$ cat src/rtl/i2c_cmt_pkg.sv
// Shared constants and types for the staged-commit I2C register bank.
// Assumes an 8-bit subaddress space and 8-bit registers.
package i2c_cmt_pkg;
    localparam logic [6:0] DEV_ADDR   = 7'h5E;
    localparam logic [7:0] SUB_STATUS = 8'h33;
    localparam logic [7:0] SUB_STORE  = 8'hFF;

    typedef enum logic [3:0] {
        S_IDLE,
        S_ADDR,
        S_AACK,
        S_SUB,
        S_SACK,
        S_WDATA,
        S_WACK,
        S_RDATA,
        S_RACK
    } slv_state_e;
endpackage

$ cat src/rtl/i2c_cmt_deglitch.sv
// Two-flop synchronizer followed by a stability filter for one bus line.
// The output follows the input only after it has held a new level for
// FILT_LEN consecutive clocks. Assumes an idle-high line (reset value 1).
module i2c_cmt_deglitch #(
    parameter int FILT_LEN = 3
) (
    input  logic clk,
    input  logic rst_n,
    input  logic raw_i,
    output logic clean_o
);
    localparam int CW = $clog2(FILT_LEN + 1);

    logic [1:0]    sync_q;
    logic [CW-1:0] cnt_q;

    // Synchronize the raw line and accept a new level only once it has been stable
    always_ff @(posedge clk) begin
        if (!rst_n) begin
            sync_q  <= 2'b11;
            cnt_q   <= '0;
            clean_o <= 1'b1;
        end else begin
            sync_q <= {sync_q[0], raw_i};
            if (sync_q[1] == clean_o) begin
                cnt_q <= '0;
            end else if (cnt_q == CW'(FILT_LEN - 1)) begin
                clean_o <= sync_q[1];
                cnt_q   <= '0;
            end else begin
                cnt_q <= cnt_q + 1'b1;
            end
        end
    end
endmodule

$ cat src/rtl/i2c_cmt_slave.sv
// Bit-level I2C slave engine. It detects start and stop, matches the device
// address, shifts bytes in and out, and keeps the auto-incrementing 8-bit
// subaddress pointer. It hands the register side single-cycle write strobes
// and read loads. Assumes filtered, synchronous SCL/SDA and no clock stretching.
module i2c_cmt_slave
    import i2c_cmt_pkg::*;
(
    input  logic       clk,
    input  logic       rst_n,
    input  logic       scl_i,
    input  logic       sda_i,
    output logic       sda_oe_o,
    output logic       wr_en_o,
    output logic [7:0] wr_addr_o,
    output logic [7:0] wr_data_o,
    output logic       rd_ld_o,
    output logic [7:0] rd_addr_o,
    input  logic [7:0] rd_data_i
);
    slv_state_e state_q;
    logic       scl_q, sda_q;
    logic [3:0] bitcnt_q;
    logic [7:0] shreg_q, txsh_q, ptr_q;
    logic       rw_q, mnack_q;
    logic       scl_rise, scl_fall, start_det, stop_det;

    // Edge and bus-condition detection on the filtered lines
    always_comb begin
        scl_rise  = scl_i & ~scl_q;
        scl_fall  = ~scl_i & scl_q;
        start_det = scl_i & scl_q & sda_q & ~sda_i;
        stop_det  = scl_i & scl_q & ~sda_q & sda_i;
    end

    // Register-side strobes: writes on byte completion, read loads when a byte is fetched
    always_comb begin
        wr_en_o   = scl_fall && !start_det && !stop_det && (state_q == S_WDATA) && (bitcnt_q == 4'd8);
        wr_addr_o = ptr_q;
        wr_data_o = shreg_q;
        rd_addr_o = (state_q == S_RACK) ? ptr_q + 8'd1 : ptr_q;
        rd_ld_o   = scl_fall && !start_det && !stop_det &&
                    (((state_q == S_AACK) && rw_q) || ((state_q == S_RACK) && !mnack_q));
    end

    // Protocol state machine, pointer and shift registers
    always_ff @(posedge clk) begin
        if (!rst_n) begin
            state_q  <= S_IDLE;
            scl_q    <= 1'b1;
            sda_q    <= 1'b1;
            bitcnt_q <= '0;
            shreg_q  <= '0;
            txsh_q   <= '0;
            ptr_q    <= '0;
            rw_q     <= 1'b0;
            mnack_q  <= 1'b1;
            sda_oe_o <= 1'b0;
        end else begin
            scl_q <= scl_i;
            sda_q <= sda_i;
            if (stop_det) begin
                state_q  <= S_IDLE;
                sda_oe_o <= 1'b0;
            end else if (start_det) begin
                state_q  <= S_ADDR;
                bitcnt_q <= '0;
                sda_oe_o <= 1'b0;
            end else if (scl_rise) begin
                case (state_q)
                    S_ADDR, S_SUB, S_WDATA: begin
                        shreg_q  <= {shreg_q[6:0], sda_i};
                        bitcnt_q <= bitcnt_q + 4'd1;
                    end
                    S_RDATA: bitcnt_q <= bitcnt_q + 4'd1;
                    S_RACK:  mnack_q  <= sda_i;
                    default: ;
                endcase
            end else if (scl_fall) begin
                case (state_q)
                    S_ADDR: begin
                        if (bitcnt_q == 4'd8) begin
                            if (shreg_q[7:1] == DEV_ADDR) begin
                                sda_oe_o <= 1'b1;
                                rw_q     <= shreg_q[0];
                                state_q  <= S_AACK;
                            end else begin
                                state_q <= S_IDLE;
                            end
                        end
                    end
                    S_SUB: begin
                        if (bitcnt_q == 4'd8) begin
                            ptr_q    <= shreg_q;
                            sda_oe_o <= 1'b1;
                            state_q  <= S_SACK;
                        end
                    end
                    S_WDATA: begin
                        if (bitcnt_q == 4'd8) begin
                            sda_oe_o <= 1'b1;
                            state_q  <= S_WACK;
                        end
                    end
                    S_AACK: begin
                        bitcnt_q <= '0;
                        if (rw_q) begin
                            txsh_q   <= rd_data_i;
                            sda_oe_o <= ~rd_data_i[7];
                            state_q  <= S_RDATA;
                        end else begin
                            sda_oe_o <= 1'b0;
                            state_q  <= S_SUB;
                        end
                    end
                    S_SACK: begin
                        sda_oe_o <= 1'b0;
                        bitcnt_q <= '0;
                        state_q  <= S_WDATA;
                    end
                    S_WACK: begin
                        sda_oe_o <= 1'b0;
                        bitcnt_q <= '0;
                        ptr_q    <= ptr_q + 8'd1;
                        state_q  <= S_WDATA;
                    end
                    S_RDATA: begin
                        if (bitcnt_q == 4'd8) begin
                            sda_oe_o <= 1'b0;
                            state_q  <= S_RACK;
                        end else begin
                            txsh_q   <= {txsh_q[6:0], 1'b1};
                            sda_oe_o <= ~txsh_q[6];
                        end
                    end
                    S_RACK: begin
                        if (!mnack_q) begin
                            ptr_q    <= ptr_q + 8'd1;
                            txsh_q   <= rd_data_i;
                            sda_oe_o <= ~rd_data_i[7];
                            bitcnt_q <= '0;
                            state_q  <= S_RDATA;
                        end else begin
                            state_q <= S_IDLE;
                        end
                    end
                    default: state_q <= S_IDLE;
                endcase
            end
        end
    end
endmodule

$ cat src/rtl/i2c_cmt_bank.sv
// Staging and active register copies with group-timed commit and status.
// A write to SUB_STORE arms both groups. Each group copies staging to active
// on its own event pulse, then reports done. Assumes 2 <= NUM_REGS <= 51 so
// the map stays below the status subaddress, and one-clock event pulses.
module i2c_cmt_bank
    import i2c_cmt_pkg::*;
#(
    parameter int                    NUM_REGS = 8,
    parameter logic [NUM_REGS-1:0]   OS_MASK  = 'hF0
) (
    input  logic                     clk,
    input  logic                     rst_n,
    input  logic                     wr_en_i,
    input  logic [7:0]               wr_addr_i,
    input  logic [7:0]               wr_data_i,
    input  logic                     rd_ld_i,
    input  logic [7:0]               rd_addr_i,
    output logic [7:0]               rd_data_o,
    input  logic                     vsync_i,
    input  logic                     ostart_i,
    input  logic                     noise_rdy_i,
    output logic [2:0]               status_o,
    output logic [NUM_REGS*8-1:0]    act_o
);
    localparam int         IDXW = $clog2(NUM_REGS);
    localparam logic [8:0] NREG = 9'(NUM_REGS);

    logic [7:0] stage_q [NUM_REGS];
    logic       vin_done_q, os_done_q, noise_q;
    logic       store;

    // Store command decode
    always_comb store = wr_en_i && (wr_addr_i == SUB_STORE);

    for (genvar i = 0; i < NUM_REGS; i++) begin : g_reg
        localparam bit IS_OS = OS_MASK[i];
        logic [7:0] act_q;
        logic       commit;

        // Commit when this register's group event arrives with a store pending
        always_comb commit = IS_OS ? (ostart_i && !os_done_q) : (vsync_i && !vin_done_q);

        // Staging copy takes writes addressed to it
        always_ff @(posedge clk) begin
            if (!rst_n) begin
                stage_q[i] <= '0;
            end else if (wr_en_i && (wr_addr_i == 8'(i))) begin
                stage_q[i] <= wr_data_i;
            end
        end

        // Active copy loads from staging on commit
        always_ff @(posedge clk) begin
            if (!rst_n) begin
                act_q <= '0;
            end else if (commit) begin
                act_q <= stage_q[i];
            end
        end

        assign act_o[i*8 +: 8] = act_q;
    end

    // Per-group done flags: cleared by store, set by the group's event
    always_ff @(posedge clk) begin
        if (!rst_n) begin
            vin_done_q <= 1'b1;
            os_done_q  <= 1'b1;
        end else if (store) begin
            vin_done_q <= 1'b0;
            os_done_q  <= 1'b0;
        end else begin
            if (vsync_i)  vin_done_q <= 1'b1;
            if (ostart_i) os_done_q  <= 1'b1;
        end
    end

    // Noise flag: set by a new measurement, cleared once the status byte is fetched
    always_ff @(posedge clk) begin
        if (!rst_n) begin
            noise_q <= 1'b0;
        end else if (noise_rdy_i) begin
            noise_q <= 1'b1;
        end else if (rd_ld_i && (rd_addr_i == SUB_STATUS)) begin
            noise_q <= 1'b0;
        end
    end

    assign status_o = {noise_q, os_done_q, vin_done_q};

    // Read mux: status, mapped staging register, or zero
    always_comb begin
        if (rd_addr_i == SUB_STATUS) begin
            rd_data_o = {5'b0, status_o};
        end else if ({1'b0, rd_addr_i} < NREG) begin
            rd_data_o = stage_q[rd_addr_i[IDXW-1:0]];
        end else begin
            rd_data_o = 8'h00;
        end
    end
endmodule

$ cat src/rtl/i2c_cmt_regbank.sv
// Top level: I2C slave register bank whose writes are staged and become
// active only after a store command and the owning group's timing event.
// Assumes SCL/SDA pads are resolved outside; sda_oe_o=1 pulls SDA low.
module i2c_cmt_regbank #(
    parameter int                  NUM_REGS = 8,
    parameter logic [NUM_REGS-1:0] OS_MASK  = 'hF0,
    parameter int                  FILT_LEN = 3
) (
    input  logic                  clk,
    input  logic                  rst_n,
    input  logic                  scl_i,
    input  logic                  sda_i,
    output logic                  sda_oe_o,
    input  logic                  vsync_i,
    input  logic                  ostart_i,
    input  logic                  noise_rdy_i,
    output logic [NUM_REGS*8-1:0] act_o
);
    logic       scl_f, sda_f;
    logic       wr_en_w, rd_ld_w;
    logic [7:0] wr_addr_w, wr_data_w, rd_addr_w, rd_data_w;
    logic [2:0] status_w;

    i2c_cmt_deglitch #(.FILT_LEN(FILT_LEN)) u_scl_flt (
        .clk(clk), .rst_n(rst_n), .raw_i(scl_i), .clean_o(scl_f)
    );

    i2c_cmt_deglitch #(.FILT_LEN(FILT_LEN)) u_sda_flt (
        .clk(clk), .rst_n(rst_n), .raw_i(sda_i), .clean_o(sda_f)
    );

    i2c_cmt_slave u_slave (
        .clk       (clk),
        .rst_n     (rst_n),
        .scl_i     (scl_f),
        .sda_i     (sda_f),
        .sda_oe_o  (sda_oe_o),
        .wr_en_o   (wr_en_w),
        .wr_addr_o (wr_addr_w),
        .wr_data_o (wr_data_w),
        .rd_ld_o   (rd_ld_w),
        .rd_addr_o (rd_addr_w),
        .rd_data_i (rd_data_w)
    );

    i2c_cmt_bank #(.NUM_REGS(NUM_REGS), .OS_MASK(OS_MASK)) u_bank (
        .clk         (clk),
        .rst_n       (rst_n),
        .wr_en_i     (wr_en_w),
        .wr_addr_i   (wr_addr_w),
        .wr_data_i   (wr_data_w),
        .rd_ld_i     (rd_ld_w),
        .rd_addr_i   (rd_addr_w),
        .rd_data_o   (rd_data_w),
        .vsync_i     (vsync_i),
        .ostart_i    (ostart_i),
        .noise_rdy_i (noise_rdy_i),
        .status_o    (status_w),
        .act_o       (act_o)
    );
endmodule

$ cat config.mk
export PLATFORM = sky130hd
export DESIGN_NAME = i2c_cmt_regbank
export DESIGN_NICKNAME = d
export VERILOG_FILES = /design/src/rtl/i2c_cmt_pkg.sv /design/src/rtl/i2c_cmt_deglitch.sv /design/src/rtl/i2c_cmt_slave.sv /design/src/rtl/i2c_cmt_bank.sv /design/src/rtl/i2c_cmt_regbank.sv
export SDC_FILE = /design/constraint.sdc
export NUM_CORES = 1
export LEC_CHECK = 0
export CAP_MARGIN = 40
export CORE_UTILIZATION = 57
export DETAILED_ROUTE_END_ITERATION = 10
export DONT_BUFFER_PORTS = 1
export PLACE_DENSITY = 0.79
export SYNTH_ARGS = -nofsm -noshare
export SYNTH_HDL_FRONTEND = slang
export SYNTH_SLANG_ARGS = --single-unit
$ cat constraint.sdc
create_clock -name clk -period 3.7 [get_ports clk]
set_clock_uncertainty 0.1 [all_clocks]
set_input_delay 0.185 -clock clk [delete_from_list [all_inputs] [get_ports clk]]
set_output_delay 0.185 -clock clk [all_outputs]
set_load 0.02 [all_outputs]
==> results_dict.tcl, run 1 <==
set metrics [dict create \
    synth_commonest_cells "nand2_1 (202), dfxtp_1 (113), a21boi_0 (74)" \
    cp_slowest_cell "or4b_4" \
    grt_pass1_vias 6302 \
    die_area_sq_um 15500 \
    power_uw 3940 \
    seqPwrFrac 0.533 \
    grt_max_degree 116 \
    die_h_microns 124 \
    hold_violations 0 \
    ys_types 64 \
    layout.nets 944 \
    startpoint_type "flop" \
    syn-cell-area_sq_um 8530 \
    postSynthAreaPerCell_sq_um 8.98 \
    clk_pin_slew_ns 0.06 \
    ys_warn_count 0 \
    synth_area_leaders "dfxtp_1 (27%), edfxtp_1 (23%), nand2_1 (8.9%)" \
    yosysTopAreaCell "dfxtp_1" \
    drive_above_1_share 0.0733 \
    cp_max_fo 21 \
    fillers 1199 \
    run_status "finished, final reports clean" \
    yosys.cell_count.top_type "nand2_1" \
    cts_tree "yes" \
    area_growth_syn_to_layout_pct 9.14 \
    drc 0 \
    r2r_setup_slack_ns 0.70 \
    grt-ovfl-total 0 \
    ys_seq_elements 177 \
    io_pins 72 \
    routed_wl_mm 22.4 \
    critical_path_arrival_ns 3.23 \
    avgRoutedWirePerCell_microns 19.9 \
    slew_headroom 0.489 \
    globalplace.congestion 0.947 \
    p_per_area_nw_per_um2 423 \
    rows 44 \
    dp_hpwl_mm 15.0 \
    ys.flop_type "dfxtp_1" \
    rsz0062_at_grt "no" \
    tns_ns 0 \
    period_share 0.810 \
    slew_violations 0 \
    ant_nets 0 \
    final_cells 1125 \
    start_util 0.584 \
    tightestPinTransition_ns 0.764 \
    crit_path_end_kind "flop" \
    cts.sinks 177 \
    p_int_uw 3100 \
    path_buf_inv 0 \
    netlist_instances 949 \
    p_sw_frac 0.214 \
    antenna_found_initial 0 \
    final.min_clock_period_ns 3.00 \
    numCtsBuffers 17 \
    async_flop_share 0 \
    switchingPower_uw 842 \
    n_antenna_cell 0 \
    dp.cells 1086 \
    routed_via_density 6.01 \
    setup_violations 0 \
    core_area_sq_um 14600 \
    cts_root_buf "clkbuf_16" \
    cts_setup_buffers 0 \
    path_class "reg2reg" \
    portBuffers 0 \
    synth_nets 965 \
    drv_cap 0 \
    crit_chain "or4b_4, nor2_1, nor2_1, nor4_1, o21ai_1, o211a_1" \
    pre_cts_ws_ns 0.818 \
    clockBufferDepth 2 \
    cpPeakStageDelay_ns 0.69 \
    critPathTopFamily "simple AND/OR/NAND/NOR gates" \
    setup_slack_ns 0.703 \
    cp.required_ns 3.93 \
    final_util 0.638 \
    power_frac_comb 0.022 \
    yosysTopAreaCellShare 0.265 \
    p_leak_uw 0.00312 \
    h-tree-depth 4 \
    grt_use_total 0.299 \
    critPathMostFrequentCell "nor2_1" \
    synth_seq_area_share 0.491 \
    drt_first_pass_iters 5 \
    peakVddDrop_mv 0.303 \
    drt_iter0_markers 713 \
    via_count 6760 \
    hold_path_class "in2reg" \
    worstSkewPairLatency_ns 0.44 \
    die_width_microns 124 \
    pwr-share-clk 0.446 \
    fmax_mhz 334 \
    grt_pass1_wl_mm 35.6 \
    synth_edf_count 64 \
]
-- final timing paths --
| path | to | depth (start not counted) | startpoint |
|---|---|---|---|
| min | u_bank.stage_q[3][4]$_SDFFCE_PN0P_ | 2 | rst_n |
| max reg2reg | u_slave.sda_oe_o$_SDFFE_PP0P_ | 6 | u_slave.state_q[3]$_SDFFE_PP0P_ |
| max | u_slave.sda_oe_o$_SDFFE_PP0P_ | 6 | u_slave.state_q[3]$_SDFFE_PP0P_ |
| min reg2reg | u_scl_flt.sync_q[1]$_SDFF_PN1_ | 1 | u_scl_flt.sync_q[0]$_SDFF_PN1_ |
-- cells by family after synthesis --
kind of cell,Yosys count,share of synthesized area
fa+ha+maj,9,0.0132
simple gates,442,0.253
xor+xnor,10,0.0103
compound gates,219,0.175
buf+inv,76,0.0365
mux,16,0.0211
flops,177,0.491
-- registers in the layout, summed over array words and instances, names as in the netlist, 2 cells and up --
register and cells:
u_slave.txsh_q 7, u_slave.bitcnt_q 4, u_sda_flt.cnt_q 2, u_bank.stage_q 64, u_scl_flt.cnt_q 2, u_bank.g.act_q 64, u_slave.wr_addr_o 8, u_slave.wr_data_o 8
u_sda_flt.sync_q 2, u_scl_flt.sync_q 2, u_slave.state_q 4
-- power groups by stage --
| stage | Clock [uW] | Combinational (uW) | Sequential [uW] |
|---|---|---|---|
| finish | 1760 | 85.5 | 2100 |
| global route | 1850 | 93.7 | 2100 |
| CTS | 1780 | 85.3 | 2100 |
| detailed placement | 0 | 61.0 | 2140 |
| global placement | 0 | 60.4 | 2140 |
| floorplan | 0 | 57.8 | 2110 |
-- area by class of cell --
| type | instances | area [sq um] | area share |
|---|---|---|---|
| timing repair buffer | 29 | 260 | 0.0280 |
| clock buffer | 25 | 497 | 0.0534 |
| tap | 184 | 230 | 0.0247 |
| clock inverter | 7 | 72.6 | 0.00780 |
| sequential | 177 | 4180 | 0.450 |
| multi-input combinational | 696 | 4040 | 0.434 |
| inverter | 7 | 26.3 | 0.00282 |
-- timing repair --
action | 4_1_cts | 5_1_grt
resized for setup | 0 | 0
hold buffers | 7 | 0
hold endpoints to repair | 110 | 0
-- placed cells by master (no fill, tap or decap), types with 5 or more instances in the layout --
| cell type | n |
|---|---|
| a22oi_1 | 11 |
| a21oi_1 | 30 |
| inv_1 | 6 |
| edfxtp_1 | 64 |
| mux2i_1 | 9 |
| nand4_1 | 9 |
| and2_1 | 66 |
| xor2_1 | 6 |
| o21ai_0 | 33 |
| o211ai_1 | 6 |
| a31oi_1 | 9 |
| o22ai_1 | 13 |
| nor4_1 | 7 |
| clkbuf_1 | 5 |
| buf_4 | 21 |
| nand2b_1 | 34 |
| dfxtp_1 | 113 |
| nor2_1 | 47 |
| nor2b_1 | 9 |
| ha_1 | 9 |
| mux2_2 | 6 |
| clkbuf_16 | 18 |
| dlygate4sd3_1 | 6 |
| o31ai_1 | 7 |
| nor3_1 | 21 |
| nand2_1 | 202 |
| nand3b_1 | 9 |
| a211oi_1 | 9 |
| a21boi_0 | 74 |
| nand3_1 | 14 |
-- metal layers --
| layer | global-route usage | part of all wire | up-vias |
|---|---|---|---|
| met5 | 0 | 0 | - |
| met4 | 0.0999 | 0.022 | 0 |
| met3 | 0.0799 | 0.086 | 39 |
| met2 | 0.453 | 0.45 | 268 |
| met1 | 0.414 | 0.44 | 3195 |
| li1 | - | - | 3258 |
-- stage by stage --
step           hold slack (ns)  instance area [sq um]
2_1_floorplan            0.186                   8530
3_3_place_gp             0.166                   8630
3_5_place_dp             0.169                   8650
4_1_cts                0.00168                   9310
5_1_grt                 0.0385                   9310
6_report                0.0194                   9310
-- worst register-to-register path, cell delays in order, from the launching register on --
cell and delay, ns:
dfxtp_1 0.65, or4b_4 0.69, nor2_1 0.66, nor2_1 0.15, nor4_1 0.32, o21ai_1 0.10, o211a_1 0.22
(Power assumes the default switching activity.)
==> run 2: changes to the inputs <==
- clock period: 3.7 -> 2.83 ns (I/O delays scaled with it)
==> run 2 against run 1 <==
  * Die area is the same
  * Combinational power up 38%
  * First-iteration DRC count fell by 8.8%
  * Total power increased by 31%
  * Critical path type unchanged
  * Largest power group unchanged
==> results_dict.tcl, run 2 (same netlist as run 1, synthesis figures left out) <==
set metrics [dict create \
    run_status "finished, final reports clean" \
    drc 0 \
    antenna_found_initial 0 \
    crit_path_end_kind "flop" \
    p_per_area_nw_per_um2 546 \
    grt-ovfl-total 0 \
    r2r-end "u_slave.txsh_q[0]$_SDFFE_PN0P_" \
    worstReg2RegStart "u_slave.state_q[0]$_SDFFE_PP0P_" \
    clk_pin_slew_ns 0.06 \
    cpPeakStageDelay_ns 0.69 \
    reg2reg_depth 6 \
    die_h_microns 124 \
    drt_iter0_markers 650 \
    via_count 6924 \
    met2_usage 0.462 \
    h-tree-depth 4 \
    grt_max_degree 119 \
    hold_buffers 8 \
    r2r_setup_slack_ns 0.28 \
    avgRoutedWirePerCell_microns 19.7 \
    dp_hpwl_mm 15.3 \
    crit_chain "or4b_4, o21a_1, a211o_1, nor3_1, o2111ai_1, o211ai_1" \
    grt_pass1_vias 6373 \
    fmax_mhz 392 \
    clockBufferDepth 2 \
    area_growth_syn_to_layout_pct 11.2 \
    grt_use_total 0.300 \
    setup_slack_ns 0.281 \
    rows 44 \
    drt_first_pass_iters 9 \
    die_width_microns 124 \
    p_leak_uw 0.00325 \
    hold_path_class "in2reg" \
    reg.largest.list "u_bank.g.act_q: 64 flops, u_bank.stage_q: 64 flops" \
    min_to "u_bank.stage_q[0][2]$_SDFFCE_PN0P_" \
    fillers 1160 \
    hp-start "rst_n" \
    path_buf_inv 0 \
    n_antenna_cell 0 \
    die_area_sq_um 15500 \
    hold_violations 0 \
    most-common-layout-cells "nand2_1 (202), dfxtp_1 (113), a21boi_0 (74), and2_1 (66), edfxtp_1 (64)" \
    cts_root_buf "clkbuf_16" \
    period_share 0.901 \
    core_area_sq_um 14600 \
    drv_cap 0 \
    routed_via_density 6.03 \
    grt_use_met3 0.0722 \
    final.min_clock_period_ns 2.55 \
    grt_busiest_layer "met2" \
    peakVddDrop_mv 0.359 \
    ff_latch_area_sq_um 4180 \
    slew_headroom 0.491 \
    final_cell_area_sq_um 9480 \
    drive_above_1_share 0.0954 \
    tightestPinTransition_ns 0.758 \
    cp_max_fo 21 \
    grt_pass1_wl_mm 35.9 \
    start_util 0.584 \
    cp_slowest_cell "or4b_4" \
    io_pins 72 \
    layout.nets 967 \
    critPathTopFamily "simple AND/OR/NAND/NOR gates" \
    worstSkewPairLatency_ns 0.44 \
    multiInputGateArea_sq_um 4040 \
    ctsResizeCount 0 \
    tns_ns 0 \
    routed_wl_mm 22.6 \
    startpoint_type "flop" \
    cts_tree "yes" \
    numCtsBuffers 17 \
    final_common_cell "nand2_1" \
    pre_cts_ws_ns 0.328 \
    cts.sinks 177 \
    path_class "reg2reg" \
    critical_path_arrival_ns 2.81 \
    gr-usage-met1 0.403 \
    globalplace.congestion 0.983 \
    portBuffers 0 \
    cts_setup_buffers 0 \
    ant_nets 0 \
    slew_violations 0 \
    cp.required_ns 3.09 \
    postPlaceCellArea_sq_um 8810 \
    hold_depth 2 \
    setup_violations 0 \
    rsz0062_at_grt "no" \
]
## run 2: cell count changes in the layout (fill, tap and decap cells not counted), sizes merged
cell,previous run,this run
clkinv,3,2
inv,9,10
buf,23,45
dlygate4sd3,6,7
## run 2: how the worst max path moves through the flow
stage	start	end	slack, ns	depth (start not counted)
after floorplan	u_slave.wr_addr_o[1]$_SDFFE_PN0P_	u_slave.txsh_q[1]$_SDFFE_PN0P_	0.25	11
after global placement	u_slave.state_q[0]$_SDFFE_PP0P_	u_slave.sda_oe_o$_SDFFE_PP0P_	0.38	6
after detailed placement	u_slave.state_q[0]$_SDFFE_PP0P_	u_slave.txsh_q[0]$_SDFFE_PN0P_	0.33	6
after CTS	u_slave.state_q[0]$_SDFFE_PP0P_	u_slave.txsh_q[0]$_SDFFE_PN0P_	0.30	6
after global routing	u_slave.wr_addr_o[0]$_SDFFE_PN0P_	u_slave.txsh_q[1]$_SDFFE_PN0P_	0.07	9
final	u_slave.state_q[0]$_SDFFE_PP0P_	u_slave.txsh_q[0]$_SDFFE_PN0P_	0.28	6
## run 2: per-layer routing
layer / vias to the layer above / wire, microns / share of wire
li1: 3300 / - / -
met1: 3296 / 9680 / 0.43
met2: 275 / 10300 / 0.46
met5: - / 0 / 0
met3: 53 / 1840 / 0.081
met4: 0 / 769 / 0.034
## run 2: area by class of cell
cell class,count,share of cell area
timing repair buffer,52,0.0451
inverter,7,0.00277
multi-input combinational,696,0.426
sequential,177,0.441
clock inverter,7,0.00739
clock buffer,25,0.0535
tap,184,0.0243
## run 2: where the power goes
part / switching (uW) / total (uW) / leakage, uW / internal (uW)
clock: 973 / 2310 / 0.000284 / 1340
sequential: 59.5 / 2740 / 0.00152 / 2680
combinational: 65.5 / 118 / 0.00145 / 52.0
## run 2: through the flow
step                      power (uW)  std cells  hold slack [ns]   util
after floorplan                 2840        949            0.143      -
after global placement          2880       1108            0.120  0.604
after detailed placement        2880       1108            0.122  0.604
after CTS                       5190       1148          0.00900  0.650
after global routing            5310       1148           0.0298  0.650
final                           5170       1148           0.0244  0.650
## run 2: worst reg2reg max path, stage by stage, from the launching register on
cell,delay (ns)
dfxtp_1,0.44
or4b_4,0.69
o21a_1,0.24
a211o_1,0.28
nor3_1,0.43
o2111ai_1,0.18
o211ai_1,0.11
==> run 3: changes to the inputs <==
--- a/config.mk
+++ b/config.mk
@@ -10,4 +10,5 @@
 export DETAILED_ROUTE_END_ITERATION = 10
 export DONT_BUFFER_PORTS = 1
+export GPL_ROUTABILITY_DRIVEN = 0
 export PLACE_DENSITY = 0.79
 export SYNTH_ARGS = -nofsm -noshare
==> constraint.sdc (replaced) <==
create_clock -name clk -period 2.83 [get_ports clk]
set_clock_uncertainty 0.1 [all_clocks]
set_input_delay 0.4245 -clock clk [delete_from_list [all_inputs] [get_ports clk]]
set_output_delay 0.4245 -clock clk [all_outputs]
set_load 0.02 [all_outputs]
==> run 3 against run 2 <==
  * Clock power rose by 4%
  * Sequential share of layout area up 0.26 points
  * Non-clock buffer count decreased by 7
  * Critical path depth up 3
  * Final cell count is 0.61% lower
  * Utilization decreased by 0.39 points
==> results_dict.tcl, run 3 (same netlist as run 1, synthesis figures left out) <==
set metrics [dict create \
    run_status "finished, final reports clean" \
    routed_via_density 6.09 \
    cp_max_fo 12 \
    grt_max_degree 116 \
    grt_pass1_wl_mm 35.7 \
    most-common-layout-cells "nand2_1 (202), dfxtp_1 (113), a21boi_0 (74), and2_1 (66), edfxtp_1 (64)" \
    start_util 0.584 \
    setup_slack_ns 0.232 \
    tns_ns 0 \
    dp_hpwl_mm 15.2 \
    grt_use_total 0.297 \
    final_common_cell "nand2_1" \
    antenna_found_initial 0 \
    tightestPinTransition_ns 0.692 \
    period_share 0.918 \
    path_class "reg2reg" \
    cts_root_buf "clkbuf_16" \
    cts.sinks 177 \
    drive_above_1_share 0.0961 \
    core_area_sq_um 14600 \
    critPathMostFrequentCell "a21oi_1" \
    drt_iter0_markers 829 \
    dp.cells 1106 \
    cp_slowest_cell "dfxtp_1" \
    slew_headroom 0.538 \
    p_per_area_nw_per_um2 555 \
    drt_first_pass_iters 6 \
    critical_path_arrival_ns 2.82 \
    startpoint_type "flop" \
    routed_wl_mm 22.2 \
    rows 44 \
    hold_path_class "in2reg" \
    via_count 6945 \
    die_h_microns 124 \
    final.min_clock_period_ns 2.60 \
    layout.nets 960 \
    die_area_sq_um 15500 \
    die_width_microns 124 \
    drv_cap 0 \
    grt-ovfl-total 0 \
    p_leak_uw 0.00323 \
    h-tree-depth 4 \
    pre_cts_ws_ns 0.269 \
    avgRoutedWirePerCell_microns 19.4 \
    peakVddDrop_mv 0.398 \
    numCtsBuffers 17 \
    grt_pass1_vias 6427 \
    fin_worst_hold_slack_ns 0.0469 \
    slew_violations 0 \
    fmax_mhz 385 \
    ant_nets 0 \
    critPathTopFamily "simple AND/OR/NAND/NOR gates" \
    hold_buffers 3 \
    crit_path_end_kind "flop" \
    clockBufferDepth 2 \
    cts_setup_buffers 0 \
    area_growth_syn_to_layout_pct 10.5 \
    final_util 0.646 \
    setup_violations 0 \
    portBuffers 0 \
    cp.required_ns 3.05 \
    worstSkewPairLatency_ns 0.44 \
    crit_chain "inv_1, ha_1, buf_4, or2_2, mux2_2, nor3_1, a21oi_1, nand4_1, a21oi_1" \
    drc 0 \
    reg.largest.list "u_bank.g.act_q: 64 flops, u_bank.stage_q: 64 flops" \
    rsz0062_at_grt "no" \
    path_buf_inv 2 \
    hold_violations 0 \
    io_pins 72 \
    ctsResizeCount 0 \
    final_cells 1141 \
    cts_tree "yes" \
    clk_pin_slew_ns 0.07 \
    n_antenna_cell 0 \
    cpPeakStageDelay_ns 0.54 \
]
-- run 3: changes by cell type in the layout (fill, tap and decap cells not counted), sizes merged --
cell / delta
dlygate4sd3: -4
inv: +4
clkbuf: -5
clkinv: +1
buf: -3
-- run 3: power breakdown --
| part | leakage, uW | switching [uW] | internal (uW) | total [uW] |
|---|---|---|---|---|
| logic | 0.00141 | 43.1 | 44.8 | 87.9 |
| clock network | 0.000299 | 1040 | 1360 | 2400 |
| registers | 0.00152 | 60.7 | 2680 | 2740 |
| total | 0.00323 | 1140 | 4090 | 5230 |
-- run 3: worst reg2reg max path: stages, from the launching register on --
cell	delay (ns)
dfxtp_1	0.54
inv_1	0.18
ha_1	0.32
buf_4	0.17
or2_2	0.28
mux2_2	0.34
nor3_1	0.30
a21oi_1	0.07
nand4_1	0.10
a21oi_1	0.07
-- run 3: final cells by class --
class / count / area (sq um)
timing repair buffer: 45 / 345
fill: 1185 / 5160
inverter: 7 / 26.3
tap: 184 / 230
clock inverter: 12 / 114
sequential: 177 / 4180
multi-input combinational: 696 / 4040
clock buffer: 20 / 489
-- run 3: metal layers --
layer  track usage  vias to the layer above  share of wire
met4         0.138                        0          0.040
met5             0                        -              0
met1         0.395                     3233           0.42
met3        0.0713                       73          0.090
li1              -                     3297              -
met2         0.458                      342           0.45
-- run 3: path summary, 6_finish.rpt --
kind	from	end	slack, ns	cells after the start
hold reg to reg	u_sda_flt.cnt_q[0]$_SDFF_PP0_	u_sda_flt.cnt_q[0]$_SDFF_PP0_	0.31	1
setup / recovery	u_slave.wr_addr_o[1]$_SDFFE_PN0P_	u_slave.txsh_q[3]$_SDFFE_PN0P_	0.23	9
hold / removal	rst_n	u_bank.g_reg[0].act_q[7]$_SDFFE_PN0P_	0.05	1
setup reg to reg	u_slave.wr_addr_o[1]$_SDFFE_PN0P_	u_slave.txsh_q[3]$_SDFFE_PN0P_	0.23	9
-- run 3: per-stage QoR --
step | power (uW) | cell area (sq um)
after floorplan | 2840 | 8530
after global placement | 2880 | 8790
after detailed placement | 2880 | 8790
after CTS | 5240 | 9420
after global routing | 5360 | 9420
final | 5230 | 9420
